### src/rtl/unlock_pkg.sv
package unlock_pkg;

    localparam int CMD_AW = 15;

    localparam logic [CMD_AW-1:0] ADR_FIRST  = 15'h5555;
    localparam logic [CMD_AW-1:0] ADR_SECOND = 15'h2AAA;

    localparam logic [7:0] D_KEY1     = 8'hAA;
    localparam logic [7:0] D_KEY2     = 8'h55;
    localparam logic [7:0] D_PROTLOAD = 8'hA0;
    localparam logic [7:0] D_EXTEND   = 8'h80;
    localparam logic [7:0] D_IDENTER  = 8'h90;
    localparam logic [7:0] D_IDEXIT   = 8'hF0;
    localparam logic [7:0] D_UNPROT   = 8'h20;
    localparam logic [7:0] D_ERASE    = 8'h10;
    localparam logic [7:0] D_IDALT    = 8'h60;
    localparam logic [7:0] MFR_CODE   = 8'hBF;

    typedef enum logic [2:0] {
        SQ_IDLE, SQ_GOT1, SQ_GOT2, SQ_EXT3, SQ_EXT4, SQ_EXT5
    } seq_t;

    typedef enum logic [2:0] {
        EV_NONE, EV_STEP, EV_MISMATCH, EV_PROT_LOAD,
        EV_ID_ENTER, EV_ID_EXIT, EV_PROT_OFF, EV_ERASE
    } ev_t;

    typedef enum logic {HK_LOCK, HK_SETTLE} hold_t;

    function automatic logic hit(input logic [CMD_AW-1:0] a, input logic [7:0] d,
                                 input logic [CMD_AW-1:0] ea, input logic [7:0] ed);
        return (a == ea) && (d == ed);
    endfunction

    function automatic logic [7:0] id_pick(input logic [CMD_AW-1:0] a, input logic [7:0] dev);
        if (a == '0)
            return MFR_CODE;
        else if (a == CMD_AW'(1))
            return dev;
        else
            return 8'h00;
    endfunction

endpackage

### src/rtl/tick_timer.sv
module tick_timer #(
    parameter int W = 8
) (
    input  logic         clk,
    input  logic         rst,
    input  logic         load,
    input  logic [W-1:0] load_val,
    output logic [W-1:0] count
);
    always_ff @(posedge clk) begin
        if (rst)
            count <= '0;
        else if (load)
            count <= load_val;
        else if (count != '0)
            count <= count - W'(1);
    end
endmodule

### src/rtl/seq_tracker.sv
module seq_tracker
    import unlock_pkg::*;
(
    input  logic              clk,
    input  logic              rst,
    input  logic              take,
    input  logic [CMD_AW-1:0] addr,
    input  logic [7:0]        data,
    output ev_t               ev
);
    seq_t state, state_nx;

    always_comb begin
        ev       = EV_NONE;
        state_nx = state;
        if (take) begin
            ev       = EV_MISMATCH;
            state_nx = SQ_IDLE;
            unique case (state)
                SQ_IDLE: if (hit(addr, data, ADR_FIRST, D_KEY1)) begin
                    ev = EV_STEP; state_nx = SQ_GOT1;
                end
                SQ_GOT1: if (hit(addr, data, ADR_SECOND, D_KEY2)) begin
                    ev = EV_STEP; state_nx = SQ_GOT2;
                end
                SQ_GOT2: if (addr == ADR_FIRST) begin
                    unique case (data)
                        D_PROTLOAD: ev = EV_PROT_LOAD;
                        D_IDENTER:  ev = EV_ID_ENTER;
                        D_IDEXIT:   ev = EV_ID_EXIT;
                        D_EXTEND:   begin ev = EV_STEP; state_nx = SQ_EXT3; end
                        default:    ev = EV_MISMATCH;
                    endcase
                end
                SQ_EXT3: if (hit(addr, data, ADR_FIRST, D_KEY1)) begin
                    ev = EV_STEP; state_nx = SQ_EXT4;
                end
                SQ_EXT4: if (hit(addr, data, ADR_SECOND, D_KEY2)) begin
                    ev = EV_STEP; state_nx = SQ_EXT5;
                end
                SQ_EXT5: if (addr == ADR_FIRST) begin
                    unique case (data)
                        D_UNPROT: ev = EV_PROT_OFF;
                        D_ERASE:  ev = EV_ERASE;
                        D_IDALT:  ev = EV_ID_ENTER;
                        default:  ev = EV_MISMATCH;
                    endcase
                end
                default: ev = EV_MISMATCH;
            endcase
        end
    end

    always_ff @(posedge clk) begin
        if (rst)
            state <= SQ_IDLE;
        else
            state <= state_nx;
    end
endmodule

### src/rtl/id_read_port.sv
module id_read_port
    import unlock_pkg::*;
#(
    parameter logic [7:0] DEV_CODE = 8'h5D
) (
    input  logic              clk,
    input  logic              rst,
    input  logic              rd_stb,
    input  logic [CMD_AW-1:0] rd_addr,
    input  logic              id_mode,
    output logic [7:0]        id_data
);
    always_ff @(posedge clk) begin
        if (rst)
            id_data <= 8'h00;
        else if (rd_stb)
            id_data <= id_mode ? id_pick(rd_addr, DEV_CODE) : 8'h00;
    end
endmodule

### src/rtl/cmd_unlock_decoder.sv
module cmd_unlock_decoder
    import unlock_pkg::*;
#(
    parameter int         PAGE_WIN_CYC  = 20000,
    parameter int         LOCK_CYC      = 30000,
    parameter int         ID_SETTLE_CYC = 1000,
    parameter logic [7:0] DEV_CODE      = 8'h5D
) (
    input  logic        clk,
    input  logic        rst,
    input  logic        wr_stb,
    input  logic [14:0] wr_addr,
    input  logic [7:0]  wr_data,
    input  logic        rd_stb,
    input  logic [14:0] rd_addr,
    input  logic        busy,
    output logic        prot_on,
    output logic        id_mode,
    output logic        lockout,
    output logic        load_ok,
    output logic        erase_start,
    output logic [7:0]  id_data
);
    localparam int PAGE_W   = $clog2(PAGE_WIN_CYC + 1);
    localparam int HOLD_MAX = (LOCK_CYC > ID_SETTLE_CYC) ? LOCK_CYC : ID_SETTLE_CYC;
    localparam int HOLD_W   = $clog2(HOLD_MAX + 1);

    logic [PAGE_W-1:0] page_cnt;
    logic [HOLD_W-1:0] hold_cnt;
    hold_t             hold_kind;
    logic              id_target;
    ev_t               ev;

    logic hold_active, page_open, accept, page_load, take;
    logic reject, pass, id_cmd, page_arm;

    assign hold_active = (hold_cnt != '0);
    assign page_open   = (page_cnt != '0);
    assign accept      = wr_stb && !busy && !hold_active;
    assign page_load   = accept && page_open;
    assign take        = accept && !page_open;

    assign reject   = take && (ev == EV_MISMATCH) && prot_on;
    assign pass     = take && (ev == EV_MISMATCH) && !prot_on;
    assign id_cmd   = take && ((ev == EV_ID_ENTER) || (ev == EV_ID_EXIT));
    assign page_arm = page_load || (take && (ev == EV_PROT_LOAD));

    seq_tracker u_seq (
        .clk  (clk),
        .rst  (rst),
        .take (take),
        .addr (wr_addr),
        .data (wr_data),
        .ev   (ev)
    );

    tick_timer #(.W(PAGE_W)) u_page_tmr (
        .clk      (clk),
        .rst      (rst),
        .load     (page_arm),
        .load_val (PAGE_W'(PAGE_WIN_CYC)),
        .count    (page_cnt)
    );

    tick_timer #(.W(HOLD_W)) u_hold_tmr (
        .clk      (clk),
        .rst      (rst),
        .load     (reject || id_cmd),
        .load_val (reject ? HOLD_W'(LOCK_CYC) : HOLD_W'(ID_SETTLE_CYC)),
        .count    (hold_cnt)
    );

    id_read_port #(.DEV_CODE(DEV_CODE)) u_id_rd (
        .clk     (clk),
        .rst     (rst),
        .rd_stb  (rd_stb),
        .rd_addr (rd_addr),
        .id_mode (id_mode),
        .id_data (id_data)
    );

    always_ff @(posedge clk) begin
        if (rst) begin
            prot_on     <= 1'b0;
            id_mode     <= 1'b0;
            id_target   <= 1'b0;
            hold_kind   <= HK_LOCK;
            load_ok     <= 1'b0;
            erase_start <= 1'b0;
        end else begin
            load_ok     <= page_load || pass;
            erase_start <= take && (ev == EV_ERASE);
            if (take && (ev == EV_PROT_LOAD))
                prot_on <= 1'b1;
            else if (take && (ev == EV_PROT_OFF))
                prot_on <= 1'b0;
            if (reject)
                hold_kind <= HK_LOCK;
            else if (id_cmd) begin
                hold_kind <= HK_SETTLE;
                id_target <= (ev == EV_ID_ENTER);
            end
            if ((hold_kind == HK_SETTLE) && (hold_cnt == HOLD_W'(1)))
                id_mode <= id_target;
        end
    end

    assign lockout = hold_active && (hold_kind == HK_LOCK);

endmodule

### config.mk
export PLATFORM = sky130hd
export DESIGN_NAME = cmd_unlock_decoder
export DESIGN_NICKNAME = d
export VERILOG_FILES = /design/src/rtl/unlock_pkg.sv /design/src/rtl/tick_timer.sv /design/src/rtl/seq_tracker.sv /design/src/rtl/id_read_port.sv /design/src/rtl/cmd_unlock_decoder.sv
export SDC_FILE = /design/constraint.sdc
export NUM_CORES = 1
export LEC_CHECK = 0
export ABC_AREA = 1
export ABC_CLOCK_PERIOD_IN_PS = 3700
export CORE_ASPECT_RATIO = 1.2
export CORE_UTILIZATION = 57
export DETAILED_ROUTE_END_ITERATION = 10
export GPL_ROUTABILITY_DRIVEN = 0
export PLACE_DENSITY = 0.86
export SLEW_MARGIN = 20
export SYNTH_ARGS = -nofsm -noshare
export SYNTH_HDL_FRONTEND = slang
export SYNTH_SLANG_ARGS = --single-unit
### constraint.sdc
create_clock -name clk -period 3.7 [get_ports clk]
set_input_delay 0.74 -clock clk [delete_from_list [all_inputs] [get_ports clk]]
set_output_delay 0.74 -clock clk [all_outputs]
set_load 0.05 [all_outputs]
==> metrics.csv <==
stage,metric,value,unit
outcome,status,completed,
place,DP HPWL,5.929,mm
finish,Nets,597,
power,Seq pwr share,30.5,%
sta,setup TNS,0,ns
power,switching power,0.001066,W
route,drt first pass iters,5,
finish,fill count,458,
power,clock share of power,12.5,%
synth,mean area per synthesized cell,6.261,um^2
route,DRT iter0 DRCs,156,
clock_tree,Root Driver,clkbuf_8,
die,Core Area,0.005261,mm^2
clock_tree,Resize count post-CTS,0,
global_routing,GRT overflow,0,
die,die width,69.45,um
clock_tree,H-tree depth,2,
place,number of I/O port buffers,55,
synth,Synth Register Bits,42,
power,sw frac,46.87,%
route,wire length per cell,11.83,um
power,Comb pwr share,57.0,%
worst_setup_path,Crit. End Element,primary output,
finish,Final Cell Area,0.003766,mm^2
finish,Final Non-Filler Cells,613,
place,placed insts,606,
die,Die Y,82.94,um
route,drc violations,0,
global_routing,vias in the first global route,3198,
synth,Synth cell types,40,
worst_setup_path,arrival time at the worst endpoint,2.30,ns
worst_setup_path,Critical Path Source Type,flop,
power,Pwr Density,603.7,mW/mm^2
sta,"Hold Vio Cnt, Final",0,
clock_tree,"Reg clk slew, reported paths",0.08,ns
worst_setup_path,crit path max fanout,8,
synth,"top cells by area, synth","dfxtp_1, nand2_1, inv_1",
die,Rows,29,
sta,worst slew pin tran,0.7091,ns
global_routing,GRT Util Overall,26.42,%
synth,number of synthesized flops with an enable pin,0,
place,cell area after placement,0.003687,mm^2
synth,Yosys warning count,0,
synth,Syn Inst Count,497,
die,Initial Util,59.14,%
sta,Final setup viols,0,
synth,commonest cells in the netlist,"nand2_1, inv_1, nor2_1",
power,Peak VDD IR,0.0003207,V
place,pre-CTS WS,0.7302,ns
power,internal power,0.001208,W
sta,Max Clock Freq,329.1,MHz
clock_tree,CTS Sinks,42,
die,die area,0.005760,mm^2
finish,Antenna diodes,0,
synth,Post-Syn Area,0.003112,mm^2
sta,Final Worst Setup Slack,0.6615,ns
route,final wirelength,7.251,mm
finish,layout cells sized above 1,9.256,%
sta,Max Slew Vio Count,0,
synth,"area leader, netlist",dfxtp_1,
sta,Max Clock Skew,0.006235,ns
sta,Final period util,82.12,%
power,Lkg Pwr,1.774,nW
global_routing,antenna violations before repair,0,
clock_tree,CTS tree,yes,
synth,"count leader, synth",nand2_1,
die,Ports,56,
sta,Period minus WS final,3.038,ns
hold_path,Hold Path Class,flop to flop,
clock_tree,cts bufs inserted,5,
sta,relative slew slack,52.36,%
global_routing,largest net degree at the start of global routing,17,
synth,Post-Syn Nets,543,
synth,sequential area share after synthesis,27.02,%
global_routing,first-pass GRT wire length,12.56,mm
clock_tree,clk buf depth,2,
finish,Util after Layout,71.58,%
synth,Async SR Flop Fraction,0,%
flow_run,# Max-Cap Violations,0,
synth,top-area cell type share of the netlist area,27.02,%
clock_tree,Clock Latency Late Sink,0.30,ns
route,vias per std cell,5.341,
finish,Synth-to-Final Area Change,21.03,%
clock_tree,Setup Buffers After CTS,0,
clock_tree,CTS Hold Bufs,0,
route,total number of vias,3274,
sta,unrepaired setup endpoints after global routing,no,
synth,ys flop type,dfxtp_1,
worst_setup_path,kind of critical path,flop to primary output,
route,"antenna viol nets, final",0,
worst_setup_path,CP required,2.96,ns
==> final cells by class <==
type	count	area [um^2]	share of cell area (%)
Clock buffer	5	68.82	1.827
Sequential cell	42	840.8	22.33
Clock inverter	2	10.01	0.2658
Tap cell	62	77.57	2.060
Multi-Input combinational cell	357	1881	49.93
Inverter	90	337.8	8.970
Timing Repair Buffer	55	550.5	14.62
==> flip-flops by register name (all words and copies together), names as in the netlist <==
register and cells:
u_hold_tmr.count 15, u_page_tmr.count 15, u_id_rd.id_data 3, u_seq.state 3, erase_start 1, hold_kind 1, id_mode 1, id_target 1
load_ok 1, prot_on 1
==> logic make-up (layout without fill, tap and decap cells) <==
family / count (synthesis) / in the layout / share of synthesized area [%]
flops: 42 / 42 / 27.02
compound gates: 41 / 41 / 7.761
xor+xnor: 14 / 14 / 3.941
buf+inv: 98 / 152 / 12.55
simple gates: 299 / 299 / 47.53
fa+ha+maj: 3 / 3 / 1.206
==> path summary, 6_finish.rpt <==
kind | to | slack, ns | cells after the start | start
min reg2reg | u_id_rd.id_data[6] | 0.47 | 2 | u_id_rd.id_data[6]
max | lockout | 0.66 | 8 | u_hold_tmr.count[0]
max reg2reg | u_seq.state[0] | 1.40 | 11 | u_page_tmr.count[0]
min | u_id_rd.id_data[6] | 0.47 | 2 | u_id_rd.id_data[6]
==> per-stage QoR <==
step	hold WS, ns	power, W
5_1_grt	0.5069	0.002488
2_1_floorplan	0.4298	0.001707
3_5_place_dp	0.4571	0.001987
3_3_place_gp	0.4513	0.001949
6_report	0.4667	0.002274
4_1_cts	0.4699	0.002281
==> power groups by stage <==
| stage | logic (W) | registers (W) | clock network (W) |
|---|---|---|---|
| 2_1_floorplan | 0.00102 | 0.000684 | 0 |
| 3_3_place_gp | 0.00125 | 0.000696 | 0 |
| 3_5_place_dp | 0.00129 | 0.000702 | 0 |
| 4_1_cts | 0.00130 | 0.000692 | 0.000292 |
| 5_1_grt | 0.00147 | 0.000712 | 0.000308 |
| 6_report | 0.00130 | 0.000694 | 0.000284 |
==> metal layers <==
metal  track usage [%]  part of all wire (%)  up-vias
met2             49.25                    52       98
li1                  -                     -     1681
met4             17.07                   4.4        0
met1             26.64                    39     1464
met5                 0                     0        -
met3             4.248                   4.1       31
==> placed cells by master (no fill, tap or decap), types with 13 or more instances in the layout <==
cell,instances
nand3_1,47
clkdlybuf4s50_1,55
nor3_1,14
xor2_1,13
inv_1,80
nor2_1,70
dfxtp_1,42
nand2_1,109
nand4_1,15
a21oi_1,17
==> worst max-delay path, stage by stage (launching register included) <==
cell	delay [ns]
dfxtp_1	0.37
inv_1	0.07
ha_1	0.23
nand3_1	0.18
nor2_4	0.07
inv_2	0.12
nor2_8	0.08
nor2_1	0.08
clkdlybuf4s50_1	0.80
No activity file was read; power rests on OpenSTA's default activity.
